File: src/rtl/fseq_pkg.sv
package fseq_pkg;
    localparam int REG_IDX_W = 3;

    localparam logic [REG_IDX_W-1:0] REG_CTRL   = 3'd0;
    localparam logic [REG_IDX_W-1:0] REG_ELEMS  = 3'd1;
    localparam logic [REG_IDX_W-1:0] REG_FRAMES = 3'd2;
    localparam logic [REG_IDX_W-1:0] REG_MBASE  = 3'd3;
    localparam logic [REG_IDX_W-1:0] REG_PBASE  = 3'd4;

    localparam int CB_EN     = 0;
    localparam int CB_CIRC   = 1;
    localparam int CB_CONST  = 2;
    localparam int CB_SIZE64 = 3;
    localparam int CB_WRMAIN = 4;
endpackage

File: src/rtl/fseq_regs.sv
module fseq_regs
    import fseq_pkg::*;
#(
    parameter int DW  = 32,
    parameter int AW  = 32,
    parameter int PAW = 16,
    parameter int CW  = 16
) (
    input  logic                 clk,
    input  logic                 rst_n,
    input  logic                 cfg_we,
    input  logic [REG_IDX_W-1:0] cfg_addr,
    input  logic [DW-1:0]        cfg_wdata,
    input  logic                 hw_dis_i,
    output logic                 en_o,
    output logic                 circ_o,
    output logic                 main_const_o,
    output logic                 size64_o,
    output logic                 wr_main_o,
    output logic [AW-1:0]        main_base_o,
    output logic [PAW-1:0]       per_base_o,
    output logic [CW-1:0]        elem_init_o,
    output logic [CW-1:0]        frame_init_o,
    output logic                 load_o
);
    typedef struct packed {
        logic           en;
        logic           circ;
        logic           main_const;
        logic           size64;
        logic           wr_main;
        logic [AW-1:0]  main_base;
        logic [PAW-1:0] per_base;
        logic [CW-1:0]  elem_init;
        logic [CW-1:0]  frame_init;
    } regs_t;

    regs_t r_d, r_q;
    logic  ctrl_wr;

    always_comb begin
        r_d     = r_q;
        ctrl_wr = cfg_we && (cfg_addr == REG_CTRL);
        load_o  = ctrl_wr && cfg_wdata[CB_EN] && !r_q.en;
        if (cfg_we) begin
            unique case (cfg_addr)
                REG_CTRL: begin
                    r_d.en         = cfg_wdata[CB_EN];
                    r_d.circ       = cfg_wdata[CB_CIRC];
                    r_d.main_const = cfg_wdata[CB_CONST];
                    r_d.size64     = cfg_wdata[CB_SIZE64];
                    r_d.wr_main    = cfg_wdata[CB_WRMAIN];
                end
                REG_ELEMS:  r_d.elem_init  = cfg_wdata[CW-1:0];
                REG_FRAMES: r_d.frame_init = cfg_wdata[CW-1:0];
                REG_MBASE:  r_d.main_base  = cfg_wdata[AW-1:0];
                REG_PBASE:  r_d.per_base   = cfg_wdata[PAW-1:0];
                default: ;
            endcase
        end
        // hardware self-disable at buffer end takes priority
        if (hw_dis_i) r_d.en = 1'b0;
    end

    always_ff @(posedge clk or negedge rst_n) begin
        if (!rst_n) r_q <= '0;
        else        r_q <= r_d;
    end

    assign en_o         = r_q.en;
    assign circ_o       = r_q.circ;
    assign main_const_o = r_q.main_const;
    assign size64_o     = r_q.size64;
    assign wr_main_o    = r_q.wr_main;
    assign main_base_o  = r_q.main_base;
    assign per_base_o   = r_q.per_base;
    assign elem_init_o  = r_q.elem_init;
    assign frame_init_o = r_q.frame_init;

    assert_selfdis_clears_R7: assert property (@(posedge clk) disable iff (!rst_n)
        hw_dis_i |=> !en_o);
endmodule

File: src/rtl/fseq_addr_step.sv
module fseq_addr_step #(
    parameter int AW = 32
) (
    input  logic [AW-1:0] addr_i,
    input  logic          hold_i,
    input  logic          size64_i,
    output logic [AW-1:0] addr_next_o
);
    localparam logic [AW-1:0] STEP32 = AW'(4);
    localparam logic [AW-1:0] STEP64 = AW'(8);

    logic [AW-1:0] step;

    always_comb begin
        step        = size64_i ? STEP64 : STEP32;
        addr_next_o = hold_i ? addr_i : addr_i + step;
    end
endmodule

File: src/rtl/fseq_engine.sv
module fseq_engine #(
    parameter int AW  = 32,
    parameter int PAW = 16,
    parameter int CW  = 16
) (
    input  logic           clk,
    input  logic           rst_n,
    input  logic           trig_i,
    input  logic           done_i,
    input  logic           en_i,
    input  logic           circ_i,
    input  logic           main_const_i,
    input  logic           size64_i,
    input  logic           wr_main_i,
    input  logic [AW-1:0]  main_base_i,
    input  logic [PAW-1:0] per_base_i,
    input  logic [CW-1:0]  elem_init_i,
    input  logic [CW-1:0]  frame_init_i,
    input  logic           load_i,
    input  logic [AW-1:0]  main_next_i,
    output logic           hw_dis_o,
    output logic           busy_o,
    output logic           dir_o,
    output logic           overrun_o,
    output logic [AW-1:0]  main_addr_o,
    output logic [PAW-1:0] per_addr_o,
    output logic [CW-1:0]  elem_left_o,
    output logic [CW-1:0]  frames_left_o
);
    localparam logic [CW-1:0]  CNT_ONE = CW'(1);
    localparam logic [PAW-1:0] PER_ONE = PAW'(1);

    typedef struct packed {
        logic           busy;
        logic           dir;
        logic           overrun;
        logic           pend;
        logic [CW-1:0]  elem;
        logic [CW-1:0]  frame;
        logic [AW-1:0]  main;
        logic [PAW-1:0] per;
    } eng_t;

    eng_t e_d, e_q;
    logic start_ok;

    always_comb begin
        e_d      = e_q;
        hw_dis_o = 1'b0;
        start_ok = en_i && (e_q.frame != '0) && (elem_init_i != '0);

        if (load_i) begin
            if (e_q.busy) begin
                e_d.pend = 1'b1;
            end else begin
                e_d.main  = main_base_i;
                e_d.frame = frame_init_i;
            end
        end

        if (!e_q.busy) begin
            if (trig_i && start_ok) begin
                e_d.busy = 1'b1;
                e_d.elem = elem_init_i;
                e_d.per  = per_base_i;
                e_d.dir  = wr_main_i;
            end
        end else begin
            if (trig_i) e_d.overrun = 1'b1;
            if (done_i) begin
                e_d.elem = e_q.elem - CNT_ONE;
                e_d.per  = e_q.per + PER_ONE;
                e_d.main = main_next_i;
                if (e_q.elem == CNT_ONE) begin
                    e_d.busy = 1'b0;
                    if (e_q.pend) begin
                        e_d.pend  = 1'b0;
                        e_d.main  = main_base_i;
                        e_d.frame = frame_init_i;
                    end else if (e_q.frame == CNT_ONE) begin
                        if (circ_i) begin
                            e_d.main  = main_base_i;
                            e_d.frame = frame_init_i;
                        end else begin
                            e_d.frame = '0;
                            hw_dis_o  = 1'b1;
                        end
                    end else begin
                        e_d.frame = e_q.frame - CNT_ONE;
                    end
                end
            end
        end
    end

    always_ff @(posedge clk or negedge rst_n) begin
        if (!rst_n) e_q <= '0;
        else        e_q <= e_d;
    end

    assign busy_o        = e_q.busy;
    assign dir_o         = e_q.dir;
    assign overrun_o     = e_q.overrun;
    assign main_addr_o   = e_q.main;
    assign per_addr_o    = e_q.per;
    assign elem_left_o   = e_q.elem;
    assign frames_left_o = e_q.frame;

    assert_hold_until_done_R3: assert property (@(posedge clk) disable iff (!rst_n)
        (e_q.busy && !done_i) |=> (e_q.busy && $stable(e_q.main) && $stable(e_q.per)
                                   && $stable(e_q.elem) && $stable(e_q.dir)));

    assert_idle_done_ignored_R3: assert property (@(posedge clk) disable iff (!rst_n)
        (!e_q.busy && !trig_i && !load_i) |=> ($stable(e_q.main) && $stable(e_q.elem)
                                               && $stable(e_q.frame)));

    assert_main_step_R4: assert property (@(posedge clk) disable iff (!rst_n)
        (e_q.busy && done_i && (e_q.elem != CNT_ONE) && !main_const_i)
        |=> ((e_q.main - $past(e_q.main)) == ($past(size64_i) ? AW'(8) : AW'(4))));

    assert_frame_start_per_R5: assert property (@(posedge clk) disable iff (!rst_n)
        $rose(e_q.busy) |-> (e_q.per == $past(per_base_i)));

    assert_overrun_sticky_R10: assert property (@(posedge clk) disable iff (!rst_n)
        e_q.overrun |=> e_q.overrun);

    assert_no_start_disabled_R10: assert property (@(posedge clk) disable iff (!rst_n)
        (!e_q.busy && !en_i) |=> !e_q.busy);
endmodule

File: src/rtl/frame_seq_top.sv
module frame_seq_top
    import fseq_pkg::*;
#(
    parameter int DW  = 32,
    parameter int AW  = 32,
    parameter int PAW = 16,
    parameter int CW  = 16
) (
    input  logic                 clk,
    input  logic                 rst_n,
    input  logic                 cfg_we,
    input  logic [REG_IDX_W-1:0] cfg_addr,
    input  logic [DW-1:0]        cfg_wdata,
    input  logic                 trig_i,
    output logic                 mem_req_o,
    output logic                 mem_wr_main_o,
    output logic [AW-1:0]        mem_main_addr_o,
    output logic [PAW-1:0]       mem_per_addr_o,
    input  logic                 mem_done_i,
    output logic                 busy_o,
    output logic                 overrun_o,
    output logic                 chan_en_o,
    output logic [CW-1:0]        elem_left_o,
    output logic [CW-1:0]        frames_left_o
);
    logic           en, circ, main_const, size64, wr_main, load, hw_dis;
    logic [AW-1:0]  main_base, main_next;
    logic [PAW-1:0] per_base;
    logic [CW-1:0]  elem_init, frame_init;

    fseq_regs #(.DW(DW), .AW(AW), .PAW(PAW), .CW(CW)) u_regs (
        .clk(clk), .rst_n(rst_n), .cfg_we(cfg_we), .cfg_addr(cfg_addr),
        .cfg_wdata(cfg_wdata), .hw_dis_i(hw_dis), .en_o(en), .circ_o(circ),
        .main_const_o(main_const), .size64_o(size64), .wr_main_o(wr_main),
        .main_base_o(main_base), .per_base_o(per_base), .elem_init_o(elem_init),
        .frame_init_o(frame_init), .load_o(load)
    );

    fseq_addr_step #(.AW(AW)) u_step (
        .addr_i(mem_main_addr_o), .hold_i(main_const), .size64_i(size64),
        .addr_next_o(main_next)
    );

    fseq_engine #(.AW(AW), .PAW(PAW), .CW(CW)) u_eng (
        .clk(clk), .rst_n(rst_n), .trig_i(trig_i), .done_i(mem_done_i),
        .en_i(en), .circ_i(circ), .main_const_i(main_const), .size64_i(size64),
        .wr_main_i(wr_main), .main_base_i(main_base), .per_base_i(per_base),
        .elem_init_i(elem_init), .frame_init_i(frame_init), .load_i(load),
        .main_next_i(main_next), .hw_dis_o(hw_dis), .busy_o(busy_o),
        .dir_o(mem_wr_main_o), .overrun_o(overrun_o), .main_addr_o(mem_main_addr_o),
        .per_addr_o(mem_per_addr_o), .elem_left_o(elem_left_o),
        .frames_left_o(frames_left_o)
    );

    assign mem_req_o = busy_o;
    assign chan_en_o = en;
endmodule

File: config.mk
export PLATFORM = sky130hd
export DESIGN_NAME = frame_seq_top
export DESIGN_NICKNAME = d
export VERILOG_FILES = /design/src/rtl/fseq_pkg.sv /design/src/rtl/fseq_regs.sv /design/src/rtl/fseq_addr_step.sv /design/src/rtl/fseq_engine.sv /design/src/rtl/frame_seq_top.sv
export SDC_FILE = /design/constraint.sdc
export NUM_CORES = 1
export LEC_CHECK = 0
export ABC_AREA = 0
export BUFFER_PORTS_ARGS = -buffer_cell sky130_fd_sc_hd__buf_4
export CORE_MARGIN = 2
export CORE_UTILIZATION = 50
export CTS_CLUSTER_DIAMETER = 40
export DETAILED_ROUTE_END_ITERATION = 10
export GPL_TIMING_DRIVEN = 0
export PLACE_DENSITY = 0.76
export SLEW_MARGIN = 10
export SYNTH_ARGS = -nofsm -noshare
export SYNTH_HDL_FRONTEND = slang
export SYNTH_HIERARCHICAL = 1
export SYNTH_SLANG_ARGS = --single-unit
export TNS_END_PERCENT = 5
File: constraint.sdc
create_clock -name clk -period 2.6 [get_ports clk]
set_clock_uncertainty 0.05 [all_clocks]
set_input_delay 0.13 -clock clk [delete_from_list [all_inputs] [get_ports clk]]
set_output_delay 0.13 -clock clk [all_outputs]
set_load 0.05 [all_outputs]
## Word-level counts from Yosys, hierarchy flattened

Index checks and enable logic that the tools add are counted.

| word-level totals | value |
|---|---|
| register bits | 169 |
| bits of input ports | 40 |
| output and inout port bits | 85 |
| logic and storage cells | 89 |

| operators by class | value |
|---|---|
| add/sub/neg operators | 4 |
| eq/ne operators | 7 |
| mux-type cells | 38 |
| bitwise logic cells | 1 |
| reductions and logical operators | 22 |

Operator list:

| operator | number |
|---|---|
| $mux 48 | 5 |
| $mux 16 | 9 |
| $mux 32 | 4 |
| $mux 85 | 1 |
| $mux 81 | 1 |
| $add 32x32->32 | 1 |
| $eq 16x1->1 const B | 2 |
| $reduce_bool 16->1 | 2 |
| $sub 16x1->16 const B | 2 |
| $reduce_and 2->1 | 9 |
| $add 16x1->16 const B | 1 |
| $mux 1 | 15 |
| $eq 3x2->1 const B | 2 |
| $logic_and 1x1->1 | 6 |
| $reduce_bool 2->1 | 3 |
| $mux 5 | 1 |
| $mux 4 | 1 |
| $eq 3x1->1 const B | 1 |
| $eq 3x3->1 const B | 1 |
| $logic_not 3->1 | 1 |
| $mux 2 | 1 |
| $ne 2x2->1 const B | 1 |
| $logic_not 1->1 | 1 |
| $not 1->1 | 1 |

## Longest topological paths before layout

Gate-level depths: netlist of the first run.

| logic depth | value |
|---|---|
| depth after elaboration | 9 |
| gate-level depth with buffers | 10 |
| depth with buffers taken out | 9 |

## Cells and area by module

The synthesis of the first run kept the hierarchy.

Modules (own cells, without submodules):

| module | instances | cells an instance | area each (µm²) | sequential area each (µm²) |
|---|---|---|---|---|
| fseq_engine | 1 | 566 | 5,451.5 | 2,102.0 |
| fseq_regs | 1 | 187 | 3,218.1 | 2,127.0 |
| fseq_addr_step | 1 | 91 | 639.4 | 0.0 |
| frame_seq_top | 1 | 1 | 7.5 | 0.0 |

## Worst setup path before layout of the first run

No wires, ideal clock.

| timing | value |
|---|---|
| path type | register to register |
| start point | reg u_eng.e_q (netlist bit u_eng/main_addr_o[2]) |
| end point | reg u_eng.e_q (netlist bit u_eng/main_addr_o[22]) |
| setup time | 0.123 ns |
| data arrival time | 2.362 ns |
| slack | 0.065 ns |
| cell stages (with the launch flop) | 10 |
| path through | dfrtp_1 -> buf_4 -> ha_1 -> inv_1 -> fa_1 -> and4bb_1 -> or4b_1 -> nor3_2 -> xor2_1 -> o221a_2 |

RTL lines:

| what | line | RTL |
|---|---|---|
| from (decl) | fseq_engine.sv:44 | `eng_t e_d, e_q;` |
| from (signal assigned) | fseq_engine.sv:97 | `if (!rst_n) e_q <= '0;` |
| from (signal assigned) | fseq_engine.sv:98 | `else e_q <= e_d;` |

==> qor.yml, run 1 <==
drt:
  drt_iter0_drc: 749
  ant_nets: 0
  route.met2.wl_mm: 12.0
  dr.pass1.iters: 5
  routed_wl_mm: 25.4
  num_vias: 7606
  drc: 0
  wl_met3_mm: 1.85
  vias_per_cell: 6.02
  wl_per_cell_um: 20.1
  wl_met1_mm: 11.0
  maxUsedRoutingLayer: "met4"
worst_setup_path:
  cp-start-kind: "flop"
  cp-end-kind: "flop"
  critPathMaxStageDelay_ps: 530
  cp_cell_sequence: "inv_2 -> ha_2 -> inv_1 -> fa_2 -> and4bb_2 -> or4b_4 -> nor3_4 -> xor2_1 -> o221a_2"
  ff2ff_setup_slack_ps: 30
  rr_startpoint: "u_regs/size64_o"
  path_max_fanout: 3
  cpMaxStageDelayCell: "or4b_4"
  cp.required_ps: 2860
  path_class: "reg -> reg"
  rr_endpoint: "u_eng/main_addr_o[22]"
  crit_arrival_ps: 2840
  ff2ff_path_depth: 9
finish:
  layout-drive-gt1-share_pct: 40.4
  finalInstanceArea_mm2: 0.0116
  nNetsFinal: 1070
  syn_to_final_growth_pct: 24.5
  diodes: 0
clock_network:
  cts_tree: "yes"
  clkTransAtPathRegs_ps: 60
  htreeDepth: 4
  cts.sinks: 169
  insertion_delay_ps: 430
  cts_made_buffers: 17
  root_buffer: "clkbuf_16"
  clock_path_buffers: 2
floorplanning:
  io_pins: 125
  die_w_um: 141
  initial_core_util_pct: 51.3
  die_area_mm2: 0.0197
  die-height_um: 141
  num_rows: 49
  fp.coreArea_mm2: 0.0181
placed_design:
  place.gp.congestion: 0.898
  hpwlAfterDp_mm: 17.5
  io_buffers: 123
  place_area_mm2: 0.0106
  pre_cts_ws_ps: -445
status:
  outcome: "completed"
synth:
  yosysSeqAreaShare_pct: 45.4
  ys.warnings.count: 6
  ys_types: 71
  syn_area_mm2: 0.00932
  ys.flop_type: "dfrtp_1"
  netlist_instances: 845
  synthArstFlopShare_pct: 100
  synth_fp_nets: 893
  postSynthAreaPerCell_um2: 11.0
  synth_edf_count: 0
  yosys_register_bits: 169
timing:
  setup_viol: 0
  rsz0062_at_grt: "true"
  relSlewSlack_pct: 57.7
  worstMarginPinSlew_ps: 628
  period_share_pct: 98.9
  layout_min_cycle_time_ps: 2570
  max_freq_mhz: 389
  maxSlewViolCount: 0
  fin_ws_ps: 27.8
  final_hold_viol_count: 0
pwr:
  power_leakage_nw: 4.94
  power_density_mw_per_mm2: 1180
  combPwrFrac_pct: 49.7
  seq_power_share_pct: 31.0
  clockPowerShare_pct: 19.3
  p_int_mw: 7.81
  netSwitchingFraction_pct: 42.8
  power.switching_mw: 5.84
  vdd_drop_max_v: 0.000731
hold_path:
  hp-start: "cfg_addr[1]"
  whs_path_depth: 3
  hold_path.class: "in -> reg"
  worstHoldEndpoint: "u_regs/en_o"
grt:
  antenna_found_initial: 0
  grt_pass1_wl_mm: 40.2
  grt_max_degree: 99
  grt_pass1_vias: 7443
  grt_usage_pct: 25.9
  overflow: 0
run:
  drv_cap: 0
-- cell usage after synthesis, drive strengths merged (3+ instances only) --
| cell type | count | share of area, % |
|---|---|---|
| nor3 | 17 | 1.0 |
| and2 | 5 | 0.34 |
| buf | 114 | 8.8 |
| nor4b | 4 | 0.58 |
| xnor2 | 25 | 2.4 |
| nand3 | 23 | 1.3 |
| clkbuf | 16 | 0.64 |
| a22oi | 3 | 0.24 |
| nand4 | 25 | 1.7 |
| a31oi | 3 | 0.20 |
| a221o | 6 | 0.64 |
| and4 | 4 | 0.38 |
| o311ai | 3 | 0.28 |
| inv | 15 | 0.60 |
| or3 | 38 | 2.6 |
| a211o | 6 | 0.56 |
| o41ai | 3 | 0.28 |
| a211oi | 3 | 0.24 |
| and3 | 11 | 0.74 |
| a32o | 3 | 0.32 |
| o211ai | 8 | 0.64 |
| nand2 | 45 | 1.8 |
| mux2 | 85 | 10 |
| nor2 | 29 | 1.2 |
| xor2 | 8 | 0.75 |
| dfrtp | 169 | 45 |
| o221ai | 3 | 0.28 |
| or4 | 3 | 0.28 |
| o221a | 35 | 4.2 |
| nor2b | 5 | 0.34 |
| nor4bb | 4 | 0.43 |
| ha | 7 | 0.94 |
| o2bb2ai | 8 | 0.75 |
| nand2b | 7 | 0.47 |
| a21oi | 17 | 0.95 |
| mux2i | 14 | 1.5 |
| o22ai | 11 | 0.74 |
| nor4 | 15 | 1.3 |
| a21o | 3 | 0.32 |
| o21ai | 18 | 1.0 |
-- cells in the final DEF (no fill, tap or decap), types with 7 or more instances in the layout --
master | synthesis | routed
dfrtp_1 | 169 | 169
inv_1 | 15 | 14
nand3_1 | 21 | 21
mux2i_1 | 14 | 14
clkbuf_16 | 0 | 17
a21oi_1 | 16 | 16
nor4_1 | 13 | 12
nand2b_1 | 7 | 7
mux2_2 | 85 | 85
buf_4 | 90 | 213
o211ai_1 | 8 | 8
nand2_1 | 45 | 44
and3_1 | 11 | 11
nand4_1 | 25 | 25
xnor2_1 | 25 | 25
or3_1 | 38 | 38
o21ai_0 | 16 | 16
clkbuf_1 | 16 | 18
dlygate4sd3_1 | 0 | 34
o22ai_1 | 11 | 11
o2bb2ai_1 | 8 | 8
nor3_1 | 15 | 13
xor2_1 | 8 | 8
buf_2 | 20 | 20
nor2_1 | 28 | 26
o221a_2 | 34 | 34
-- metrics by stage --
stage / setup TNS [ps] / hold WS [ps] / cells / utilization (%) / total power, mW
3_5_place_dp: -18390 / 85.4 / 1198 / 58.2 / 10.8
4_1_cts: -51.2 / 6.66 / 1263 / 63.6 / 13.6
5_1_grt: -34.7 / 17.1 / 1264 / 63.9 / 14.3
2_1_floorplan: 0 / -216 / 845 / - / 9.06
3_3_place_gp: -19340 / 304 / 1197 / 58.0 / 10.7
6_report: 0 / 19.5 / 1264 / 63.9 / 13.7
-- cell families (layout without fill, tap and decap cells) --
logic type,after synthesis,in the layout,synth area share (%)
and+or+nand+nor,244,244,15.3
DFF,169,169,45.4
AOI/OAI and AO/OA,147,147,13.2
buffers and inverters,145,335,10.1
muxes,99,99,11.8
xor gates and xnor gates,33,33,3.10
adders and majority gates,8,8,1.15
-- power by group through the flow --
| stage | sequential [mW] | clock, mW | combinational, mW |
|---|---|---|---|
| final | 4.23 | 2.63 | 6.79 |
| after CTS | 4.20 | 2.67 | 6.70 |
| after global placement | 4.22 | 0 | 6.46 |
| after floorplan | 4.04 | 0 | 5.02 |
| after global routing | 4.35 | 2.80 | 7.17 |
| after detailed placement | 4.23 | 0 | 6.59 |
-- state kept, by name, indices dropped and copies added (netlist names), 16 cells and up --
signal	flops
u_eng/frames_left_o	16
u_regs/per_base_o	16
u_eng/main_addr_o	32
u_regs/elem_init_o	16
u_eng/elem_left_o	16
u_regs/frame_init_o	16
u_eng/per_addr_o	16
u_regs/main_base_o	32
-- critical path, delay by kind of cell (launching register included) --
family                     cells  cell delay (ps)
and+or+nand+nor                3             1050
adders and majority gates      2              500
DFF                            1              410
AOI/OAI and AO/OA              1              220
buffers and inverters          2              140
xor gates and xnor gates       1              100
-- layout make-up --
cell class	instances	area [µm²]
multi-input combinational	531	4220
sequential	169	4230
clock inverter	9	140
tap	229	287
clock buffer	23	478
buffer	129	877
timing repair buffer	159	1310
inverter	15	56.3
fill	1449	6550
-- how the worst max path moves through the flow --
stage | start | end | cells after the start
after global routing | u_regs/size64_o | u_eng/main_addr_o[22] | 9
after CTS | u_regs/size64_o | u_eng/main_addr_o[22] | 9
after floorplan | u_eng/main_addr_o[2] | u_eng/main_addr_o[22] | 9
after detailed placement | cfg_addr[1] | u_eng/main_addr_o[17] | 9
after global placement | cfg_addr[1] | u_eng/main_addr_o[7] | 9
final | u_regs/size64_o | u_eng/main_addr_o[22] | 9
-- what timing repair did --
item / 4_1_cts / 5_1_grt
resized for setup: 4 / 13
hold buffers: 34 / 0
pin swaps: 0 / 3
buffers inserted: 0 / 1
endpoints found under the hold margin: 157 / 0
setup endpoints to repair: 13 / 64
-- layer usage --
layer,global-route usage (%),up-vias
met5,0,-
met4,8.63,0
met3,5.68,46
met2,41.4,325
met1,35.4,3794
li1,-,3441
(Power assumes the default switching activity.)
==> run 2, diff against run 1 <==
Settings changed: SYNTH_HIERARCHICAL 1 to not set.
==> run 2 against run 1 <==
  * The flow now finishes with violations (negative setup slack)
  * Utilization is 0.88 points higher
  * Hold slack worse by 8.1 ps
  * Die area is 3.0% lower
  * Largest cell class unchanged
  * First-iteration DRC count is 29% higher
  * Sequential share of layout area is 0.14 points higher
  * Maximum frequency is 4.5% lower
  * Synthesized cell count is 3.9% higher
  * Clock power is 7.6% lower
  * Via count is 3.6% higher
  * Sequential cell count stayed put
  * Wire length is 4.1% higher
==> qor.yml, run 2 <==
status:
  outcome: "complete, but fails checks"
  violations: "negative setup slack"
worst_setup_path:
  critPathMaxStageDelay_ps: 640
  crit_buf_inv: 2
  cp-endpoint: "u_eng.frames_left_o[13]"
  rr_endpoint: "u_eng.frames_left_o[13]"
  cp_cell_sequence: "or3_4 -> or4_4 -> buf_4 -> nor3_4 -> nor2_2 -> buf_6 -> a221o_1"
  cp.required_ps: 2860
  ff2ff_setup_slack_ps: -90
  crit_arrival_ps: 2950
  cp-end-kind: "flop"
  crit_family: "simple AND/OR/NAND/NOR gates"
  rr_startpoint: "u_eng.elem_left_o[8]"
  path_depth: 7
  path_max_fanout: 10
  critPathLaunch: "u_eng.elem_left_o[8]"
  path_class: "reg -> reg"
  cpMaxStageDelayCell: "or4_4"
  ff2ff_path_depth: 7
  cp-start-kind: "flop"
floorplanning:
  die_w_um: 138
  num_rows: 49
  io_pins: 125
  die-height_um: 138
  initial_core_util_pct: 50.6
  die_area_mm2: 0.0192
  fp.coreArea_mm2: 0.0178
clock_network:
  insertion_delay_ps: 430
  cts_made_buffers: 17
  htreeDepth: 4
  root_buffer: "clkbuf_16"
  cts_tree: "yes"
  clkTransAtPathRegs_ps: 60
  clock_path_buffers: 2
  cts.sinks: 169
synth:
  synth.area.mux_share_pct: 11.5
  synthTopCellsByCount: "dfrtp_1, nand2_1, mux2_2"
  ys_top_cells_by_area: "dfrtp_1, mux2_2, buf_4, nand2_1, a21oi_1"
  ys.flop_type: "dfrtp_1"
  synthArstFlopShare_pct: 100
  synth_xor_area_share_pct: 1.16
  yosys.area.top_type_share_pct: 46.8
  ys_types: 71
  synth_compound_gate_area_share_pct: 14.2
  netlist_instances: 878
  post-synth-top-count-cell: "dfrtp_1"
  ys.warnings.count: 0
  synth_fp_nets: 927
  synth_simple_gate_area_share_pct: 15.4
  yosysSeqAreaShare_pct: 46.8
  postSynthAreaPerCell_um2: 10.3
  yosysTopAreaCell: "dfrtp_1"
  yosys_register_bits: 169
  syn_area_mm2: 0.00903
  synthAdderAreaFrac_pct: 1.33
  synth_top_family_by_area: "simple AND/OR/NAND/NOR gates"
  synth_edf_count: 0
grt:
  grt_use_met3_pct: 4.23
  grt_pass1_wl_mm: 39.8
  busiest_layer: "met2"
  use_met1_pct: 36.7
  overflow: 0
  grt_pass1_vias: 7277
  grt_usage_pct: 26.4
  grt_max_degree: 94
  antenna_found_initial: 0
  grt_use_met2_pct: 41.9
timing:
  worstMarginPinSlew_ps: 942
  relSlewSlack_pct: 36.7
  finalSetupTns_ps: -1790
  layout_min_cycle_time_ps: 2690
  fin_ws_ps: -93.0
  maxSlewViolCount: 0
  setup_viol: 36
  max_freq_mhz: 371
  period_share_pct: 104
  final_hold_viol_count: 0
  rsz0062_at_grt: "true"
drt:
  wl_per_cell_um: 20.3
  routed_wl_mm: 26.5
  num_vias: 7879
  drt_iter0_drc: 968
  dr.pass1.iters: 8
  drc: 0
  ant_nets: 0
  vias_per_cell: 6.04
pwr:
  power_leakage_nw: 5.08
  vdd_drop_max_v: 0.000691
  power.total_mw: 12.6
  power_density_mw_per_mm2: 1090
placed_design:
  hpwlAfterDp_mm: 17.8
  place.gp.congestion: 0.892
  placed_cells: 1231
  io_buffers: 123
hold_path:
  hold_path.class: "in -> reg"
finish:
  syn_to_final_growth_pct: 27.9
  diodes: 0
  final_cell_mix: "buf_4, dfrtp_1, nand2_1, mux2_2, a21oi_1"
  nNetsFinal: 1113
  final_cells: 1304
  post-route-util_pct: 64.8
  layout-drive-gt1-share_pct: 36.8
  mostFrequentLayoutCell: "buf_4"
run:
  drv_cap: 0
## run 2: cell count changes in the layout (fill, tap and decap cells not counted), sizes merged, moves of 20 or more
cell   change
or3       -31
a21oi     +28
nand2     +53
o21ai     +31
o221a     -35
xnor2     -20
## run 2: repair_timing
action | in CTS | in global routing
buffers inserted | 1 | 8
pin swaps | 7 | 18
setup endpoints to repair | 82 | 73
hold buffers | 33 | 0
gates cloned | 0 | 4
endpoints found under the hold margin | 153 | 0
gates resized for setup | 28 | 35
## run 2: cell type report
cell class / count / area (µm²)
clock buffers: 23 / 488
well taps: 229 / 287
plain buffers: 119 / 862
fillers: 1383 / 6280
clock inverters: 7 / 68.8
inverters: 12 / 45.0
repair buffers: 170 / 1460
multi-input cells: 575 / 4110
flip-flops and latches: 169 / 4230
## run 2: worst min-delay path by stage
stage,depth (start not counted),end,startpoint,slack [ps]
finish,2,u_regs.elem_init_o[6],cfg_wdata[6],10
global route,2,u_regs.elem_init_o[6],cfg_wdata[6],0.5
CTS,2,u_regs.elem_init_o[6],cfg_wdata[6],1
detailed placement,1,u_eng.elem_left_o[10],rst_n,100
global placement,2,u_regs.main_base_o[18],cfg_wdata[18],310
floorplan,0,u_eng.busy_o,rst_n,-220
## run 2: per-layer routing
layer / routed length [µm] / part of all wire, %
met1: 11100 / 42
met2: 12700 / 48
met3: 1900 / 7.2
met4: 756 / 2.9
met5: 0 / 0
## run 2: kinds of logic (layout without fill, tap and decap cells)
| group | after synthesis | after routing |
|---|---|---|
| mux | 93 | 93 |
| xor+xnor | 12 | 12 |
| compound gates | 190 | 190 |
| buf+inv | 134 | 331 |
| simple gates | 271 | 271 |
| fa+ha+maj | 9 | 9 |
| flops | 169 | 169 |
## run 2: per-stage QoR
| step | hold slack (ps) | setup WS (ps) | area, µm² |
|---|---|---|---|
| after floorplan | -216 | 72.0 | 9030 |
| after global placement | 315 | -551 | 10200 |
| after detailed placement | 95.9 | -568 | 10300 |
| final | 11.3 | -93.0 | 11600 |
| after CTS | 1.46 | -105 | 11300 |
| after global routing | 0.502 | -168 | 11600 |
## run 2: report_power, final
| group | total (mW) | switching [mW] | leakage, nW | internal (mW) |
|---|---|---|---|---|
| combinational | 5.82 | 3.52 | 2.74 | 2.30 |
| clock | 2.43 | 1.03 | 0.271 | 1.41 |
| sequential | 4.30 | 0.919 | 2.07 | 3.38 |
==> run 3, diff against run 2 <==
==> constraint.sdc (replaced) <==
create_clock -name clk -period 2.6 [get_ports clk]
set_clock_uncertainty 0.05 [all_clocks]
set_input_delay 0.26 -clock clk [delete_from_list [all_inputs] [get_ports clk]]
set_output_delay 0.26 -clock clk [all_outputs]
set_load 0.05 [all_outputs]
==> run 3 against run 2 <==
  * The run still ends with negative setup slack left
  * Power fell by 0.64%
  * Hold slack lost 1.3 ps
  * Highest routed layer unchanged
  * Utilization fell by 1.8 points
  * Sequential power about the same
  * Combinational power shrank 1%
  * Setup slack worse by 28 ps
  * Critical path depth is 1 higher
  * First-iteration DRC count decreased by 3.5%
  * Via count down 2.5%
  * Final area fell by 2.8%
  * Sequential share of layout area up 1.0 points
  * Maximum frequency is 1.0% lower
==> qor.yml, run 3 (same netlist as run 2, synthesis figures left out) <==
drt:
  vias_per_cell: 6.04
  wl_per_cell_um: 20.3
  dr.pass1.iters: 5
  ant_nets: 0
  num_vias: 7680
  drt_iter0_drc: 934
  routed_wl_mm: 25.9
  drc: 0
worst_setup_path:
  critPathLaunch: "u_eng.elem_left_o[8]"
  cpMaxStageDelayCell: "or4_4"
  rr_startpoint: "u_eng.elem_left_o[8]"
  path_class: "reg -> reg"
  cp-start-kind: "flop"
  crit_arrival_ps: 3030
  path_max_fanout: 7
  critPathMaxStageDelay_ps: 640
  cp-end-kind: "flop"
  cp_cell_sequence: "or3_4 -> or4_4 -> nor4_4 -> or2_4 -> buf_12 -> buf_4 -> a32o_1 -> a21o_1"
  ff2ff_setup_slack_ps: -120
  cp.required_ps: 2910
pwr:
  power_density_mw_per_mm2: 1110
  clockPowerShare_pct: 19.4
  netSwitchingFraction_pct: 43.5
  vdd_drop_max_v: 0.000683
  seq_power_share_pct: 34.4
  p_int_mw: 7.05
  combPwrFrac_pct: 46.2
  power_leakage_nw: 4.94
  power.switching_mw: 5.42
clock_network:
  root_buffer: "clkbuf_16"
  htreeDepth: 4
  clkTransAtPathRegs_ps: 70
  insertion_delay_ps: 430
  clock_path_buffers: 2
  cts_tree: "yes"
  cts.sinks: 169
  cts_made_buffers: 17
finish:
  final_cells: 1272
  n_fill_cell: 1435
  diodes: 0
  regArea_mm2: 0.00423
  multi_input_area_mm2: 0.00412
  nNetsFinal: 1081
  finalInstanceArea_mm2: 0.0112
  syn_to_final_growth_pct: 24.4
  layout-drive-gt1-share_pct: 38.2
  post-route-util_pct: 63.0
  final_cell_mix: "buf_4, dfrtp_1, nand2_1, mux2_2, a21oi_1"
  mostFrequentLayoutCell: "buf_4"
grt:
  grt_usage_pct: 25.8
  grt_max_degree: 94
  use_met1_pct: 36.2
  grt_use_met2_pct: 40.3
  busiest_layer: "met2"
  grt_pass1_vias: 7118
  grt_pass1_wl_mm: 38.9
  overflow: 0
  grt_use_met3_pct: 4.47
  antenna_found_initial: 0
timing:
  layout_min_cycle_time_ps: 2720
  max_freq_mhz: 368
  maxSlewViolCount: 0
  worstMarginPinSlew_ps: 948
  finalSetupTns_ps: -1980
  final_hold_viol_count: 0
  setup_viol: 38
  fin_ws_ps: -121
  period_share_pct: 105
  whs_ps: 10.1
  relSlewSlack_pct: 36.3
  rsz0062_at_grt: "true"
floorplanning:
  fp.coreArea_mm2: 0.0178
  io_pins: 125
  die_area_mm2: 0.0192
  die-height_um: 138
  initial_core_util_pct: 50.6
  num_rows: 49
  die_w_um: 138
placed_design:
  io_buffers: 123
  place.gp.congestion: 0.892
  placed_cells: 1231
  place_area_mm2: 0.0103
  hpwlAfterDp_mm: 17.8
status:
  outcome: "complete, but fails checks"
  violations: "negative setup slack"
hold_path:
  hp-start: "cfg_wdata[19]"
  hold_path.class: "in -> reg"
run:
  drv_cap: 0
## run 3: worst paths after layout
kind                                           to  depth (start not counted)
min in group asynchronous    u_eng.elem_left_o[8]                          2
hold reg to reg              u_eng.main_addr_o[5]                          2
setup / recovery           u_eng.frames_left_o[7]                          8
hold / removal             u_regs.main_base_o[19]                          2
max in group asynchronous   u_regs.main_base_o[3]                          3
setup reg to reg           u_eng.frames_left_o[7]                          8
## run 3: routing by layer
metal | up-vias | wire length [µm]
li1 | 3468 | -
met3 | 55 | 1990
met4 | 0 | 743
met5 | - | 0
met2 | 383 | 12300
met1 | 3774 | 10800
## run 3: worst max-delay path: cells and delay by family (launching register included)
family | cells | cell delay, ps
and+or+nand+nor | 4 | 1650
DFF | 1 | 440
buffers and inverters | 2 | 280
AOI/OAI and AO/OA | 2 | 230
## run 3: area by class of cell
| class | count | share of cell area, % |
|---|---|---|
| Clock inverter | 7 | 0.613 |
| Multi-Input combinational cell | 575 | 36.7 |
| Clock buffer | 23 | 4.34 |
| Inverter | 12 | 0.401 |
| Sequential cell | 169 | 37.7 |
| Buffer | 119 | 7.64 |
| Timing Repair Buffer | 138 | 10.1 |
| Tap cell | 229 | 2.55 |
## run 3: power by group through the flow
stage / Clock (mW) / Sequential, mW / Combinational (mW)
2_1_floorplan: 0 / 4.04 / 4.16
3_3_place_gp: 0 / 4.23 / 5.46
3_5_place_dp: 0 / 4.26 / 5.55
4_1_cts: 2.44 / 4.24 / 5.64
5_1_grt: 2.54 / 4.39 / 6.13
6_report: 2.42 / 4.29 / 5.76
## run 3: repair_timing
| action | in CTS | in global routing |
|---|---|---|
| pin swaps | 7 | 16 |
| cloned | 0 | 4 |
| gates resized for setup | 28 | 35 |
| hold buffers | 1 | 0 |
| setup buffers | 1 | 8 |
| endpoints found under the setup margin | 82 | 73 |
| hold endpoints to repair | 76 | 0 |
## run 3: through the flow
stage	setup WS, ps	power, mW
finish	-121	12.5
global route	-190	13.1
CTS	-105	12.3
detailed placement	-698	9.81
global placement	-681	9.69
floorplan	72.0	8.20
